<file path="config.mk">
export PLATFORM = sky130hd
export DESIGN_NAME = pst_encoder
export DESIGN_NICKNAME = d
export VERILOG_FILES = /design/src/rtl/pst_pkg.sv /design/src/rtl/pst_user_defer.sv /design/src/rtl/pst_code_arb.sv /design/src/rtl/pst_encoder.sv
export SDC_FILE = /design/constraint.sdc
export NUM_CORES = 1
export LEC_CHECK = 0
export ABC_AREA = 1
export BUFFER_PORTS_ARGS = -buffer_cell sky130_fd_sc_hd__buf_2
export CORE_AREA = 5 5 42 44
export CTS_BUF_LIST = sky130_fd_sc_hd__clkbuf_8
export CTS_CLUSTER_SIZE = 25
export DETAILED_ROUTE_END_ITERATION = 6
export DIE_AREA = 0 0 47 49
export PLACE_DENSITY = 0.3
export SYNTH_ARGS = -nofsm -noshare
export SYNTH_HDL_FRONTEND = slang
export SYNTH_SLANG_ARGS = --single-unit
export TNS_END_PERCENT = 1
</file>
<file path="constraint.sdc">
create_clock -name clk_i -period 0.85 [get_ports clk_i]
set_input_delay 0.17 -clock clk_i [delete_from_list [all_inputs] [get_ports clk_i]]
set_output_delay 0.17 -clock clk_i [all_outputs]
set_load 0.02 [all_outputs]
</file>
<file path="src/rtl/pst_pkg.sv">
package pst_pkg;
  localparam int unsigned CodeW = 4;

  typedef enum logic [CodeW-1:0] {
    PST_CONT  = 4'h0,
    PST_BEGIN = 4'h1,
    PST_USER  = 4'h3,
    PST_TRIG  = 4'h4
  } pst_code_e;
endpackage

</file>
<file path="src/rtl/pst_user_defer.sv">
module pst_user_defer (
  input  logic clk_i,
  input  logic rst_ni,
  input  logic start_i,
  input  logic cont_i,
  input  logic user_i,
  output logic report_o,
  output logic stall_o,
  output logic pend_o
);
  logic pend_q;
  logic accept;

  // current instruction is done once no continuation follows or a new start arrives
  assign report_o = pend_q & (start_i | ~cont_i);
  assign stall_o  = report_o & start_i;
  assign accept   = start_i & ~stall_o;
  assign pend_o   = pend_q;

  always_ff @(posedge clk_i or negedge rst_ni) begin
    if (!rst_ni)                 pend_q <= 1'b0;
    else if (report_o)           pend_q <= 1'b0;
    else if (accept && user_i)   pend_q <= 1'b1;
  end

  // a report always clears the pending flag
  a_r10_clear_after_report: assert property (@(posedge clk_i) disable iff (!rst_ni)
    report_o |=> !pend_q);
  // user_i alone never arms a report
  a_r11_user_needs_start: assert property (@(posedge clk_i) disable iff (!rst_ni)
    (!pend_q && !start_i) |=> !pend_q);
endmodule

</file>
<file path="src/rtl/pst_code_arb.sv">
module pst_code_arb
  import pst_pkg::*;
(
  input  logic      report_i,
  input  logic      start_i,
  input  logic      trig_i,
  output pst_code_e code_o
);
  // report beats start, start beats continuation; idle and continuation share 0x0
  always_comb begin
    if (report_i)     code_o = PST_USER;
    else if (start_i) code_o = trig_i ? PST_TRIG : PST_BEGIN;
    else              code_o = PST_CONT;
  end
endmodule

</file>
<file path="src/rtl/pst_encoder.sv">
module pst_encoder
  import pst_pkg::*;
(
  input  logic             clk_i,
  input  logic             rst_ni,
  input  logic             start_i,
  input  logic             cont_i,
  input  logic             trig_i,
  input  logic             user_i,
  output logic [CodeW-1:0] code_o,
  output logic             stall_o
);
  logic      report;
  logic      pend;
  pst_code_e code_d;
  logic [CodeW-1:0] code_q;

  pst_user_defer i_defer (
    .clk_i    (clk_i),
    .rst_ni   (rst_ni),
    .start_i  (start_i),
    .cont_i   (cont_i),
    .user_i   (user_i),
    .report_o (report),
    .stall_o  (stall_o),
    .pend_o   (pend)
  );

  pst_code_arb i_arb (
    .report_i (report),
    .start_i  (start_i),
    .trig_i   (trig_i),
    .code_o   (code_d)
  );

  always_ff @(posedge clk_i or negedge rst_ni) begin
    if (!rst_ni) code_q <= PST_CONT;
    else         code_q <= code_d;
  end

  assign code_o = code_q;

  a_r2_begin_code: assert property (@(posedge clk_i) disable iff (!rst_ni)
    (start_i && !stall_o && !trig_i) |=> code_o == 4'h1);
  a_r3_trig_code: assert property (@(posedge clk_i) disable iff (!rst_ni)
    (start_i && !stall_o && trig_i) |=> code_o == 4'h4);
  a_r6_idle_zero: assert property (@(posedge clk_i) disable iff (!rst_ni)
    (!start_i && !pend) |=> code_o == 4'h0);
  a_r9_stall_reports: assert property (@(posedge clk_i) disable iff (!rst_ni)
    stall_o |=> code_o == 4'h3);
  a_r10_single_report: assert property (@(posedge clk_i) disable iff (!rst_ni)
    (code_o == 4'h3) |=> code_o != 4'h3);
endmodule

</file>
==> summary.txt <==
Area share of the largest cell type after synthesis -> 0.580
Rows -> 14
Vias per cell -> 3.27
Final design area excluding fillers -> 295 sq um
Crit path DAT -> 0.82 ns
Met2 Wirelength -> 160 um
CP Capture Type -> output port
Vias in the first global route -> 175
CTS max path bufs -> 2
# Post-CTS Setup Buffers -> 0
N_diodes -> 0
Final WL -> 425 um
Crit path max-delay cell type -> dfrtp_1
Die Y -> 49 um
Skew final -> 0.00323 ns
Layout Nets -> 41
Fin. max-slew vios -> 0
Synth unique cells -> 8
Detailed Routing Iterations Pass 1 -> 1
CTS tree -> yes
Core Box Area -> 1400 sq um
CTS sink cnt -> 4
Met1 wire length -> 187 um
DR WL met3 -> 70 um
Via count -> 160
Post-Syn Area -> 173 sq um
H-tree levels -> 1
Synthesized area per cell -> 8.63 sq um
Crit share post-route -> 1.17
Global-route wire length before repair -> 648 um
Status -> finished, violations left
Initial DRC count -> 0
Initial antenna violation count -> 0
DRC violations left -> 0
Area Overhead vs Synth -> 71.0%
Clock Latency Late Sink -> 0.21 ns
Clock slew seen by the registers of the worst setup and hold paths -> 0.03 ns
Detail Route Antenna Nets -> 0
Setup crit start kind -> flop
Seq/Total Area, Yosys -> 0.580
Root Buffer -> clkbuf_8
Syn Nets -> 26
Initial Util -> 0.123
Power per cell area -> 2350 nW/um^2
Minimum clock period -> 0.994 ns
Wirelength per Cell -> 8.67 um
Worst setup path category -> reg2out
Pin count of the biggest net entering global routing -> 5
Total placed instance area -> 238 sq um
Required @ worst endpoint -> 0.68 ns
Largest cells by area after synthesis -> dfrtp_1 58%, nand2_1 13%, inv_1 8.7%
Synth warn -> 0
CTS buffer count -> 3
Worst path top cell family by delay -> flip-flops
Yosys top cell by area -> dfrtp_1
Setup slack at placement -> 0.0709 ns
Pwr Total -> 694 uW
Layout cells sized above 1 -> 0.485
Worst vdd ir -> 0.326 mV
Cell Chain, Critical Path -> nand2_1, inv_2, buf_6
Die Width -> 47 um
# IOs -> 11
Failing checks -> setup timing
Setup-failing EPs final -> 4
#FFs+latches synth -> 4
Max incr delay on CP -> 0.38 ns
WHS -> 0.191 ns
Gr usage total -> 0.0452
Max frequency -> 1010 MHz
Fill cells -> 162
IO Port Bufs -> 9
Min-Delay Path Class -> in2reg
Leakage -> 0.000176 uW
CP Buf/Inv Count -> 2
RSZ-0062 raised after global routing -> yes
Gp weighted congestion -> 0.664
Final hold vios -> 0
Post-Syn Instances -> 20
Max cap viols -> 0
Critical path peak fanout -> 2
Uppermost routed layer -> met4
Die area -> 2300 sq um
Gr ovfl total -> 0
Post-route setup slack -> -0.144 ns
Fin util -> 0.211
-- report_power, final --
part,internal (uW),leakage [uW],switching (uW)
Clock,301,0.0000216,90.1
Combinational,37.1,0.000103,54.1
Sequential,206,0.0000516,5.19
Total,545,0.000176,149
-- path summary, 6_finish.rpt --
| path | startpoint | end | slack [ns] | cells after the start |
|---|---|---|---|---|
| max | i_defer.pend_o$_DFFE_PN0P_ | stall_o | -0.14 | 3 |
| min | user_i | i_defer.pend_o$_DFFE_PN0P_ | 0.19 | 3 |
| max reg2reg | i_defer.pend_o$_DFFE_PN0P_ | code_o[2]$_DFF_PN0_ | 0.06 | 2 |
| min reg2reg | i_defer.pend_o$_DFFE_PN0P_ | code_o[2]$_DFF_PN0_ | 0.57 | 2 |
| max in group asynchronous | rst_ni | code_o[0]$_DFF_PN0_ | 0.44 | 2 |
| min in group asynchronous | rst_ni | i_defer.pend_o$_DFFE_PN0P_ | 0.29 | 2 |
-- layout by cell type, fill, tap and decap left out, drive strengths merged --
cell type	n
nor3	1
conb	1
buf	10
clkbuf	3
inv	5
nand2	6
dlygate4sd3	1
dfrtp	4
nand3	2
-- kinds of logic after synthesis --
kind of cell | Yosys count | synth area share
buffers and inverters | 6 | 0.152
AND/OR/NAND/NOR | 9 | 0.246
other | 1 | 0.0217
flip-flops | 4 | 0.580
-- cell type report --
cell class | instances | area (sq um) | area share
inverters | 5 | 18.8 | 0.0636
clock buffers | 3 | 41.3 | 0.140
repair buffers | 11 | 68.8 | 0.233
well taps | 16 | 20.0 | 0.0678
multi-input cells | 10 | 46.3 | 0.157
flip-flops and latches | 4 | 100 | 0.339
-- synthesized netlist by cell type --
| master | number |
|---|---|
| nor3_2 | 1 |
| inv_1 | 4 |
| buf_4 | 1 |
| nand3_1 | 2 |
| inv_2 | 1 |
| nand2_1 | 6 |
| dfrtp_1 | 4 |
| conb_1 | 1 |
-- tightest hold or removal path, stage by stage --
cell     delay [ns]
buf_2          0.08
nand3_1        0.07
nand2_1        0.05
-- metrics by stage --
stage | TNS (ns) | instances
2_1_floorplan | 0 | 20
3_3_place_gp | 0 | 45
3_5_place_dp | 0 | 45
4_1_cts | -0.278 | 49
5_1_grt | -0.351 | 49
6_report | -0.242 | 49
-- per-layer routing --
metal	global-route usage	up-vias
li1	-	81
met3	0.0406	2
met1	0.0509	67
met4	0.0553	0
met5	0	-
met2	0.0407	10
-- flip-flops by register name, indices dropped and copies added (netlist names) --
signal / count
i_defer.pend_o: 1
code_o: 3
-- repair_timing --
action | in CTS | in global routing
endpoints found under the hold margin | 4 | 0
gates resized for setup | 2 | 1
hold buffers | 1 | 0
pin swaps | 1 | 0
setup endpoints to repair | 4 | 4
Power figures use the tool's default switching activity.
